File: src/rtl/disp_addr_pkg.sv
package disp_addr_pkg;

    typedef enum logic [1:0] {
        SEL_ROW  = 2'd0,
        SEL_COL  = 2'd1,
        SEL_DATA = 2'd2,
        SEL_NONE = 2'd3
    } reg_sel_e;

endpackage

File: src/rtl/disp_rc_step.sv
// Next cursor position after one data-port access.
module disp_rc_step #(
    parameter int ROW_W     = 5,
    parameter int COL_W     = 6,
    parameter int LAST_ROW  = 25,
    parameter int LAST_COL  = 39,
    parameter int TAIL_LAST = 23
) (
    input  logic [ROW_W-1:0] row,
    input  logic [COL_W-1:0] col,
    output logic [ROW_W-1:0] row_nxt,
    output logic [COL_W-1:0] col_nxt
);
    localparam logic [ROW_W-1:0] ROW_END = ROW_W'(LAST_ROW);
    localparam logic [COL_W-1:0] COL_END = COL_W'(LAST_COL);
    localparam logic [COL_W-1:0] TAIL_END = COL_W'(TAIL_LAST);

    always_comb begin
        row_nxt = row;
        col_nxt = col + COL_W'(1);
        if (row == ROW_END && col == TAIL_END) begin
            row_nxt = '0;
            col_nxt = '0;
        end else if (col == COL_END) begin
            col_nxt = '0;
            row_nxt = row + ROW_W'(1);
        end
    end
endmodule

File: src/rtl/disp_offset_map.sv
// Cursor to in-block offset: main area for low columns, packed area above it.
module disp_offset_map #(
    parameter int ROW_W     = 5,
    parameter int COL_W     = 6,
    parameter int OFS_W     = 10,
    parameter int MAIN_COLS = 32,
    parameter int PACK_BASE = 'h338,
    parameter int PACK_COLS = 8
) (
    input  logic [ROW_W-1:0] row,
    input  logic [COL_W-1:0] col,
    output logic [OFS_W-1:0] offset
);
    localparam logic [OFS_W-1:0] MAIN_N = OFS_W'(MAIN_COLS);
    localparam logic [OFS_W-1:0] PACK_N = OFS_W'(PACK_COLS);
    localparam logic [OFS_W-1:0] PACK_B = OFS_W'(PACK_BASE);

    logic [OFS_W-1:0] row_x;
    logic [OFS_W-1:0] col_x;
    logic [OFS_W-1:0] main_ofs;
    logic [OFS_W-1:0] pack_ofs;

    always_comb begin
        row_x    = OFS_W'(row);
        col_x    = OFS_W'(col);
        main_ofs = row_x * MAIN_N + col_x;
        pack_ofs = PACK_B + row_x * PACK_N + (col_x - MAIN_N);
        offset   = (col_x < MAIN_N) ? main_ofs : pack_ofs;
    end
endmodule

File: src/rtl/disp_base_add.sv
// Places the offset inside the selected memory block.
module disp_base_add #(
    parameter int BLK_W  = 4,
    parameter int OFS_W  = 10,
    parameter int ADDR_W = 16
) (
    input  logic [BLK_W-1:0]  blk_idx,
    input  logic [OFS_W-1:0]  offset,
    output logic [ADDR_W-1:0] addr
);
    logic [ADDR_W-1:0] base;

    always_comb begin
        base = ADDR_W'(blk_idx) << OFS_W;
        addr = base + ADDR_W'(offset);
    end
endmodule

File: src/rtl/disp_addr_gen.sv
module disp_addr_gen
    import disp_addr_pkg::*;
#(
    parameter int DATA_W    = 8,
    parameter int ROW_W     = 5,
    parameter int COL_W     = 6,
    parameter int OFS_W     = 10,
    parameter int BLK_W     = 4,
    parameter int ADDR_W    = 16,
    parameter int LAST_ROW  = 25,
    parameter int LAST_COL  = 39,
    parameter int TAIL_LAST = 23,
    parameter int MAIN_COLS = 32,
    parameter int PACK_BASE = 'h338,
    parameter int PACK_COLS = 8
) (
    input  logic              clk,
    input  logic              rst,
    input  logic [1:0]        bus_sel,
    input  logic              bus_wr,
    input  logic              bus_rd,
    input  logic [DATA_W-1:0] bus_wdata,
    output logic [DATA_W-1:0] bus_rdata,
    input  logic [BLK_W-1:0]  blk_idx,
    output logic              mem_stb,
    output logic              mem_we,
    output logic [ADDR_W-1:0] mem_addr,
    output logic [DATA_W-1:0] mem_wdata,
    input  logic [DATA_W-1:0] mem_rdata
);
    typedef struct packed {
        logic [ROW_W-1:0] row;
        logic [COL_W-1:0] col;
    } cursor_t;

    cursor_t          cur_d, cur_q;
    reg_sel_e         sel;
    logic             port_hit;
    logic [ROW_W-1:0] row_step;
    logic [COL_W-1:0] col_step;
    logic [OFS_W-1:0] offset;
    logic [ROW_W-1:0] row_cur;
    logic [COL_W-1:0] col_cur;

    assign sel      = reg_sel_e'(bus_sel);
    assign port_hit = (sel == SEL_DATA) && (bus_wr || bus_rd);
    assign row_cur  = cur_q.row;
    assign col_cur  = cur_q.col;

    disp_rc_step #(
        .ROW_W(ROW_W), .COL_W(COL_W), .LAST_ROW(LAST_ROW),
        .LAST_COL(LAST_COL), .TAIL_LAST(TAIL_LAST)
    ) u_step (
        .row(cur_q.row), .col(cur_q.col),
        .row_nxt(row_step), .col_nxt(col_step)
    );

    disp_offset_map #(
        .ROW_W(ROW_W), .COL_W(COL_W), .OFS_W(OFS_W),
        .MAIN_COLS(MAIN_COLS), .PACK_BASE(PACK_BASE), .PACK_COLS(PACK_COLS)
    ) u_map (
        .row(cur_q.row), .col(cur_q.col), .offset(offset)
    );

    disp_base_add #(
        .BLK_W(BLK_W), .OFS_W(OFS_W), .ADDR_W(ADDR_W)
    ) u_base (
        .blk_idx(blk_idx), .offset(offset), .addr(mem_addr)
    );

    always_comb begin
        cur_d = cur_q;
        if (bus_wr && sel == SEL_ROW) begin
            cur_d.row = bus_wdata[ROW_W-1:0];
        end else if (bus_wr && sel == SEL_COL) begin
            cur_d.col = bus_wdata[COL_W-1:0];
        end else if (port_hit) begin
            cur_d.row = row_step;
            cur_d.col = col_step;
        end

        mem_stb   = port_hit;
        mem_we    = port_hit && bus_wr;
        mem_wdata = bus_wdata;

        unique case (sel)
            SEL_ROW:  bus_rdata = DATA_W'(cur_q.row);
            SEL_COL:  bus_rdata = DATA_W'(cur_q.col);
            SEL_DATA: bus_rdata = mem_rdata;
            default:  bus_rdata = '0;
        endcase
    end

    always_ff @(posedge clk) begin
        if (rst) begin
            cur_q <= '0;
        end else begin
            cur_q <= cur_d;
        end
    end
endmodule

File: config.mk
export PLATFORM = sky130hd
export DESIGN_NAME = disp_addr_gen
export DESIGN_NICKNAME = d
export VERILOG_FILES = /design/src/rtl/disp_addr_pkg.sv /design/src/rtl/disp_rc_step.sv /design/src/rtl/disp_offset_map.sv /design/src/rtl/disp_base_add.sv /design/src/rtl/disp_addr_gen.sv
export SDC_FILE = /design/constraint.sdc
export NUM_CORES = 1
export LEC_CHECK = 0
export BUFFER_PORTS_ARGS = -buffer_cell sky130_fd_sc_hd__buf_4
export CELL_PAD_IN_SITES_DETAIL_PLACEMENT = 2
export CELL_PAD_IN_SITES_GLOBAL_PLACEMENT = 2
export CORE_UTILIZATION = 25
export DETAILED_ROUTE_END_ITERATION = 16
export HOLD_SLACK_MARGIN = 0.08
export PLACE_DENSITY = 0.77
export REMOVE_ABC_BUFFERS = 1
export SLEW_MARGIN = 20
export SYNTH_ARGS = -nofsm -noshare
export SYNTH_HDL_FRONTEND = slang
export SYNTH_SLANG_ARGS = --single-unit
File: constraint.sdc
create_clock -name clk -period 2.9 [get_ports clk]
set_input_delay 0.145 -clock clk [delete_from_list [all_inputs] [get_ports clk]]
set_output_delay 0.145 -clock clk [all_outputs]
set_load 0.03 [all_outputs]
# Yosys cells after proc, flatten, opt, wreduce, memory -nomap -nowiden
# Cells that the tools add are included.
dict set report op_classes {
  add_sub_neg 7
  n_lt_le_gt_ge 1
  n_eq_ne 6
  muxes 10
  bitwise 1
  n_reduce_logical 12
}
# operator n
set op_table {}
lappend op_table {{$pmux W8 S3} 1}
lappend op_table {{$mux W5} 4}
lappend op_table {{$mux W6} 3}
lappend op_table {{$add A14 B10 Y15} 1}
lappend op_table {{$mux W11} 1}
lappend op_table {{$add A10 B10 Y10} 1}
lappend op_table {{$add A10 B6 Y10} 1}
lappend op_table {{$add A9 B9 Y10 const A} 1}
lappend op_table {{$mux W10} 1}
lappend op_table {{$sub A6 B6 Y7 const B} 1}
lappend op_table {{$add A6 B1 Y6 const B} 1}
lappend op_table {{$eq A6 B5 Y1 const B} 1}
lappend op_table {{$eq A6 B6 Y1 const B} 1}
lappend op_table {{$lt A6 B6 Y1 const B} 1}
lappend op_table {{$add A5 B1 Y5 const B} 1}
lappend op_table {{$eq A5 B5 Y1 const B} 1}
lappend op_table {{$logic_and A1 B1 Y1} 5}
lappend op_table {{$reduce_bool A2 Y1} 2}
lappend op_table {{$reduce_and A3 Y1} 1}
lappend op_table {{$reduce_bool A3 Y1} 1}
lappend op_table {{$eq A2 B1 Y1 const B} 1}
lappend op_table {{$eq A2 B2 Y1 const B} 1}
lappend op_table {{$logic_not A2 Y1} 1}
lappend op_table {{$ne A2 B2 Y1 const B} 1}
lappend op_table {{other kinds (3)} 3}
dict set report totals {
  reg_bits 11
  input_bits 26
  output_inout_bits 34
  elab_cells 39
}

# Longest topological paths before layout
# Gate-level depths: netlist (run 1).
dict set report logic_depth {
  depth_word 6
  mapped_depth 12
  depth_no_buf 11
}

# By module
# Synthesis (run 1) repeated with hierarchy kept, for this count alone.
dict set report hier_totals {
  cells_unflattened 209
  hier_area_um2 1629.1
}
# mod n_inst cells_per_inst area_each_um2 seq_area_each_um2
set modules_own_cells {}
lappend modules_own_cells {disp_addr_gen 1 91 784.5 220.2}
lappend modules_own_cells {disp_offset_map 1 58 412.9 0.0}
lappend modules_own_cells {disp_rc_step 1 43 307.8 0.0}
lappend modules_own_cells {disp_base_add 1 17 123.9 0.0}

# Worst setup path before layout (run 1)
# Ideal clock, no wire load.
dict set report synth_timing {
  path_type {register to output}
  start {register cur_q, in the netlist col_cur[4]}
  end {output mem_addr[8]}
  arrival_ns 2.357
  required_time_ns 2.755
  slack_ns 0.398
  path_stages_with_launch 13
  n_path_buf 1
  path_cell_list {dfxtp_1 clkbuf_1 inv_1 ha_1 inv_1 ha_1 inv_1 fa_1 inv_1 a21o_1 a21oi_1 xnor2_1 a21oi_1}
}
dict set report synth_via {
  elab_chain_len 4
  word_cells_on_any_way 6
  cone_classes {add/sub: 4; order compare: 1; mux: 1}
}
# element line_no
set synth_lines {}
lappend synth_lines {{start: declaration} disp_addr_gen.sv:36} ;# cursor_t cur_d, cur_q;
lappend synth_lines {{start signal: assignment} disp_addr_gen.sv:98} ;# cur_q <= cur_d;
lappend synth_lines {{$sub A6 B6 Y7} disp_offset_map.sv:27} ;# pack_ofs = PACK_B + row_x * PACK_N + (col_x - MAIN_N);
lappend synth_lines {{$add A10 B10 Y10} disp_offset_map.sv:27}
lappend synth_lines {{$mux W10 *} disp_offset_map.sv:28} ;# offset = (col_x < MAIN_N) ? main_ofs : pack_ofs;
lappend synth_lines {{$add A14 B10 Y15 *} disp_base_add.sv:15} ;# addr = base + ADDR_W'(offset);
lappend synth_lines {{end: declaration} disp_addr_gen.sv:27} ;# output logic [ADDR_W-1:0] mem_addr,
# Mark *: on every way between the ends. The rest lies on a longest branch, timed or not.

# Worst setup path in the final report (run 1)
dict set report layout_timing {
  start {register cur_q, in the netlist col_cur[3]}
  end {output mem_addr[8]}
}
# The elaborated chain is that of the path after synthesis.

==> reports/qor.csv, run 1 <==
stage,metric,value,unit
global_route,GRT overflow,0,
placement,Port Buffers,45,
clock_network,CTS Sinks,11,
global_route,initial antenna violation count,0,
setup_path,Worst Path Required,2.76,ns
die,Starting Density,26.5,%
clock_network,Root Buffer,clkbuf_8,
sta,final period utilization,92.3,%
route,Pre-antenna DRT Iters,4,
setup_path,Worst setup SP type,register,
synth,cell taking the most area after synthesis,dfxtp_1,
synth,top_reg_cell synth,dfxtp_1,
route,# DRC,0,
die,Die W,76.3,um
clock_network,total setup buffers inserted after CTS,0,
die,I/O pin count,60,
setup_path,Worst EP arrival,2.53,ns
route,wire per inst,16.2,um
sta,clk_skew,0.00151,ns
global_route,first-pass GRT wire length,7910,um
min_path,Hold Crit Class,in2reg,
setup_path,Crit path top cell by count,inv_1,
sta,endpoints failing setup,0,
global_route,GRT Overall Usage,16.9,%
outcome,status,finished clean,
clock_network,CTS Buffer Depth,2,
route,vias,1429,
die,die area,0.00583,mm2
sta,Fmax,0.374,GHz
synth,Post-synth EDFFs,0,
setup_path,Critical Path Fanout Max,7,
global_route,vias in the first global route,1521,
final_layout,Layout area overhead,24.1,%
clock_network,hold_buf cts,0,
setup_path,CP max stage delay,0.51,ns
sta,Worst Slack Setup Final,0.223,ns
setup_path,CP Class,reg2out,
placement,placed instance area,0.00167,mm2
clock_network,TritonCTS Buffers,3,
synth,asr flop ratio synth,0,%
die,core outline area,0.00520,mm2
clock_network,post-CTS resize count,0,
route,vias per inst,4.96,
sta,final hold vios,0,
sta,"Slew Viols, Final",0,
synth,Ys Warns,0,
global_route,largest net degree at the start of global routing,13,
synth,Synth Cell Area,0.00138,mm2
synth,#FFs+latches synth,11,
clock_network,htree depth,1,
power_and_ir_drop,PwrDens,389,mW/mm2
sta,TNS Setup,0,ns
synth,top cell type's share of synthesized area,15.9,%
sta,RSZ-0062 raised after global routing,false,
setup_path,"Slowest-stage cell, CP",dfxtp_1,
sta,post-layout min period,2.68,ns
die,chip height,76.3,um
synth,"Seq/Total Area, Yosys",15.9,%
final_layout,"Net count, final",260,
power_and_ir_drop,LEAKAGE,0.782,nW
clock_network,TritonCTS clock tree,yes,
job,number of max-cap violations,0,
synth,Synth cell types,46,
synth,Synth Instances,190,
sta,Hold WS,0.177,ns
clock_network,Clock Pin Slew Worst Setup and Hold Paths,0.06,ns
final_layout,final instance area,0.00171,mm2
synth,Area contributors post-synth,"dfxtp_1 16%, ha_1 13%, buf_4 9.2%",
final_layout,fraction of layout cells with a size suffix above 1,26.6,%
route,initial DRC count,48,
setup_path,Crit. End Element,primary output,
clock_network,clk_lat worst skew,0.25,ns
final_layout,Util after Layout,32.9,%
sta,Worst-Margin Slew,0.627,ns
final_layout,Antenna Cells,0,
placement,half-perimeter wire length after placement,3620,um
placement,routability cong.,0.746,
route,total routed wirelength,4670,um
placement,DP Worst Slack,0.412,ns
die,standard-cell rows,26,
setup_path,worst path cell trace,inv_1 -> ha_1 -> inv_1 -> ha_1 -> inv_1 -> fa_1 -> inv_1 -> a21o_1 -> a21oi_1 -> xnor2_1 -> a21oi_1 -> buf_4,
synth,synthesized area per cell,7.27,um2
route,DRT antenna net count,0,
sta,Slew headroom,58.0,%
power_and_ir_drop,Max VDD drop,0.152,mV
-- area by class of cell --
type                            count  area (um2)
Tap cell                           70        87.6
Multi-Input combinational cell    138         940
Fill cell                         623        3490
Timing Repair Buffer               47         353
Inverter                           18        67.6
Sequential cell                    11         221
Clock buffer                        4        45.0
-- flip-flops by register name (all words and copies together), names as in the netlist --
register / cells
row_cur: 5
col_cur: 6
-- layout by cell type, fill, tap and decap left out, types with 4 or more instances in the layout --
cell type / instances
nor3_1: 4
nor2_1: 19
a21oi_1: 8
nand3_1: 6
o21ai_0: 11
ha_1: 14
inv_1: 17
and2_1: 5
dfxtp_1: 10
nand2_1: 17
mux2i_1: 5
xnor2_1: 4
buf_4: 47
-- cells by family after synthesis --
group,after synthesis,share of synthesized area [%]
buf+inv,42,16.3
simple gates,62,22.1
flops,11,15.9
other cells,1,0.271
mux,6,4.44
xor+xnor,6,3.80
fa+ha+maj,15,14.1
compound gates,47,23.0
-- stage by stage --
step | power (mW) | cells
after floorplan | 0.371 | 167
after global placement | 0.500 | 284
after detailed placement | 0.506 | 284
after CTS | 0.677 | 288
after global routing | 0.712 | 288
final | 0.666 | 288
-- final timing paths --
kind              start          end  slack [ns]  depth (start not counted)
max          col_cur[3]  mem_addr[8]        0.22                         12
min reg2reg  col_cur[0]   col_cur[0]        0.56                          1
min                 rst   row_cur[1]        0.18                          2
max reg2reg  col_cur[0]   row_cur[3]        0.90                          5
-- where the power goes --
part | total (mW) | internal, mW | switching [mW]
Sequential | 0.184 | 0.162 | 0.0219
Combinational | 0.316 | 0.129 | 0.187
Clock | 0.166 | 0.0972 | 0.0691
Total | 0.666 | 0.388 | 0.278
-- worst max-delay path, delay by kind of cell, from the launching register on --
family                   cells  cell delay, ns
AO/OA/AOI/OAI                3            0.33
XOR/XNOR                     1            0.12
adder cells (fa/ha/maj)      3            0.78
buffers and inverters        5            0.54
flip-flops                   1            0.51
-- metal layers --
| layer | vias up | global-route usage [%] | routed length, um | share of wire (%) |
|---|---|---|---|---|
| met5 | - | 0 | 0 | 0 |
| met4 | 0 | 4.62 | 78 | 1.7 |
| met3 | 9 | 2.99 | 202 | 4.3 |
| met2 | 52 | 29.2 | 2300 | 49 |
| met1 | 670 | 21.3 | 2090 | 45 |
| li1 | 698 | - | - | - |
-- cells in the mapped netlist (2+ instances only) --
| library cell | count |
|---|---|
| a211oi_1 | 3 |
| a21o_1 | 2 |
| a21oi_1 | 8 |
| a311oi_1 | 3 |
| a31oi_1 | 3 |
| and2_1 | 5 |
| buf_2 | 3 |
| buf_4 | 17 |
| clkbuf_1 | 3 |
| dfxtp_1 | 11 |
| ha_1 | 14 |
| inv_1 | 17 |
| mux2i_1 | 5 |
| nand2_1 | 17 |
| nand3_1 | 6 |
| nand4_1 | 2 |
| nor2_1 | 19 |
| nor3_1 | 4 |
| o21ai_0 | 11 |
| o21ai_1 | 2 |
| o21bai_1 | 3 |
| o22ai_1 | 3 |
| o31ai_1 | 2 |
| xnor2_1 | 4 |
| xor2_1 | 2 |
No activity file was read; power rests on OpenSTA's default activity.
==> inputs of run 2 (changes only) <==
==> constraint.sdc (replaced) <==
create_clock -name clk -period 2.9 [get_ports clk]
set_input_delay 0.435 -clock clk [delete_from_list [all_inputs] [get_ports clk]]
set_output_delay 0.435 -clock clk [all_outputs]
set_load 0.03 [all_outputs]
==> reports/qor.csv, run 2 (synthesized netlist as in run 1, its figures left out) <==
stage,metric,value,unit
power_and_ir_drop,Max VDD drop,0.171,mV
setup_path,worst path cell trace,inv_1 -> ha_1 -> inv_1 -> ha_1 -> inv_1 -> fa_2 -> inv_1 -> a21o_1 -> a21oi_1 -> xnor2_1 -> a21oi_1 -> buf_4,
sta,final period utilization,93.2,%
setup_path,"Slowest-stage cell, CP",fa_2,
setup_path,CP Buf/Inv Count,5,
route,total routed wirelength,4700,um
clock_network,CTS Buffer Depth,2,
route,vias per inst,4.98,
clock_network,TritonCTS clock tree,yes,
clock_network,CTS Sinks,11,
die,core outline area,0.00520,mm2
power_and_ir_drop,Final Power,0.685,mW
final_layout,Antenna Cells,0,
setup_path,Critical Path Fanout Max,5,
route,DRT antenna net count,0,
sta,"Slew Viols, Final",0,
power_and_ir_drop,PwrDens,389,mW/mm2
route,# DRC,0,
placement,Port Buffers,45,
setup_path,Worst setup SP type,register,
sta,clk_skew,0.00625,ns
clock_network,Root Buffer,clkbuf_8,
die,Starting Density,26.5,%
final_layout,final instance area,0.00176,mm2
global_route,first-pass GRT wire length,7910,um
setup_path,CP max stage delay,0.35,ns
global_route,largest net degree at the start of global routing,13,
final_layout,Layout area overhead,27.6,%
die,chip height,76.3,um
placement,placed instance area,0.00171,mm2
setup_path,Crit path top cell by count,inv_1,
setup_path,CP top delay family,adder cells,
sta,final hold vios,0,
clock_network,TritonCTS Buffers,3,
sta,Slew headroom,60.1,%
sta,Hold WS,0.451,ns
final_layout,# fillers,637,
final_layout,"Net count, final",266,
sta,RSZ-0062 raised after global routing,false,
sta,endpoints failing setup,0,
die,Die W,76.3,um
job,number of max-cap violations,0,
route,Pre-antenna DRT Iters,4,
placement,routability cong.,0.752,
setup_path,CP Class,reg2out,
global_route,vias in the first global route,1583,
clock_network,Clock Pin Slew Worst Setup and Hold Paths,0.06,ns
die,die area,0.00583,mm2
outcome,status,finished clean,
clock_network,htree depth,1,
global_route,GRT Overall Usage,16.8,%
route,initial DRC count,73,
setup_path,Crit. End Element,primary output,
sta,post-layout min period,2.70,ns
min_path,Hold Crit Class,in2reg,
global_route,initial antenna violation count,0,
die,I/O pin count,60,
setup_path,Worst EP arrival,2.27,ns
final_layout,area occupied by multi-input gates,942,um2
final_layout,"most common cell after layout, fill and taps aside",buf_4,
final_layout,most frequent cells in the layout,"53 x buf_4, 19 x nor2_1, 17 x inv_1, 17 x nand2_1, 14 x ha_1",
final_layout,fraction of layout cells with a size suffix above 1,29.5,%
clock_network,clk_lat worst skew,0.25,ns
setup_path,Worst Path Required,2.47,ns
sta,Fmax,0.370,GHz
route,wire per inst,16.0,um
global_route,GRT overflow,0,
die,standard-cell rows,26,
final_layout,Largest register FFs,6,
clock_network,total setup buffers inserted after CTS,0,
route,vias,1465,
power_and_ir_drop,LEAKAGE,0.816,nW
final_layout,FF/Latch Area,221,um2
placement,half-perimeter wire length after placement,3760,um
sta,Worst-Margin Slew,0.596,ns
sta,TNS Setup,0,ns
[run 2: changes by cell type in the layout (fill, tap and decap cells not counted)]
| cell | before | now |
|---|---|---|
| buf_4 | 47 | 53 |
| clkbuf_1 | 1 | 0 |
| clkinv_2 | 0 | 1 |
| fa_1 | 1 | 0 |
| fa_2 | 0 | 1 |
| o21ai_0 | 11 | 10 |
| o21ai_1 | 2 | 3 |
[run 2: path summary, 6_finish.rpt]
check	startpoint	end	slack [ns]	cells past startpoint
max	col_cur[4]	mem_addr[8]	0.20	12
max reg2reg	row_cur[0]	col_cur[0]	0.88	7
min	rst	row_cur[4]	0.45	2
min reg2reg	col_cur[0]	col_cur[0]	0.56	1
[run 2: cell type report]
class / instances / area share, %
Sequential cell: 11 / 12.6
Multi-Input combinational cell: 138 / 53.4
Clock buffer: 3 / 2.34
Clock inverter: 1 / 0.284
Inverter: 18 / 3.83
Tap cell: 70 / 4.97
Timing Repair Buffer: 53 / 22.6
[run 2: what timing repair did]
item | 4_1_cts | 5_1_grt
gates resized for setup | 0 | 3
endpoints found under the setup margin | 0 | 2
hold buffers | 0 | 0
[run 2: worst reg2reg max path: stages, from the launching register on]
cell      delay (ns)
dfxtp_1         0.35
buf_4           0.17
ha_1            0.15
nand4b_1        0.12
nor3_2          0.48
nor2_1          0.15
o31ai_1         0.33
o22ai_1         0.14
[run 2: report_power, final]
group | internal (mW) | total, mW | switching (mW)
Clock | 0.0953 | 0.169 | 0.0741
Combinational | 0.137 | 0.340 | 0.203
Sequential | 0.162 | 0.176 | 0.0135
[run 2: routing by layer]
layer | track usage (%) | vias to the layer above | routed length [um]
li1 | - | 709 | -
met1 | 20.4 | 710 | 2130
met2 | 30.5 | 41 | 2330
met3 | 2.75 | 5 | 192
met4 | 4.04 | 0 | 44
met5 | 0 | - | 0
[run 2: through the flow]
step / worst slack, ns / util [%] / std cells
2_1_floorplan: 0.0747 / - / 167
3_3_place_gp: 0.439 / 32.9 / 290
3_5_place_dp: 0.341 / 32.9 / 290
4_1_cts: 0.0376 / 33.8 / 294
5_1_grt: 0.0436 / 33.9 / 294
6_report: 0.198 / 33.9 / 294
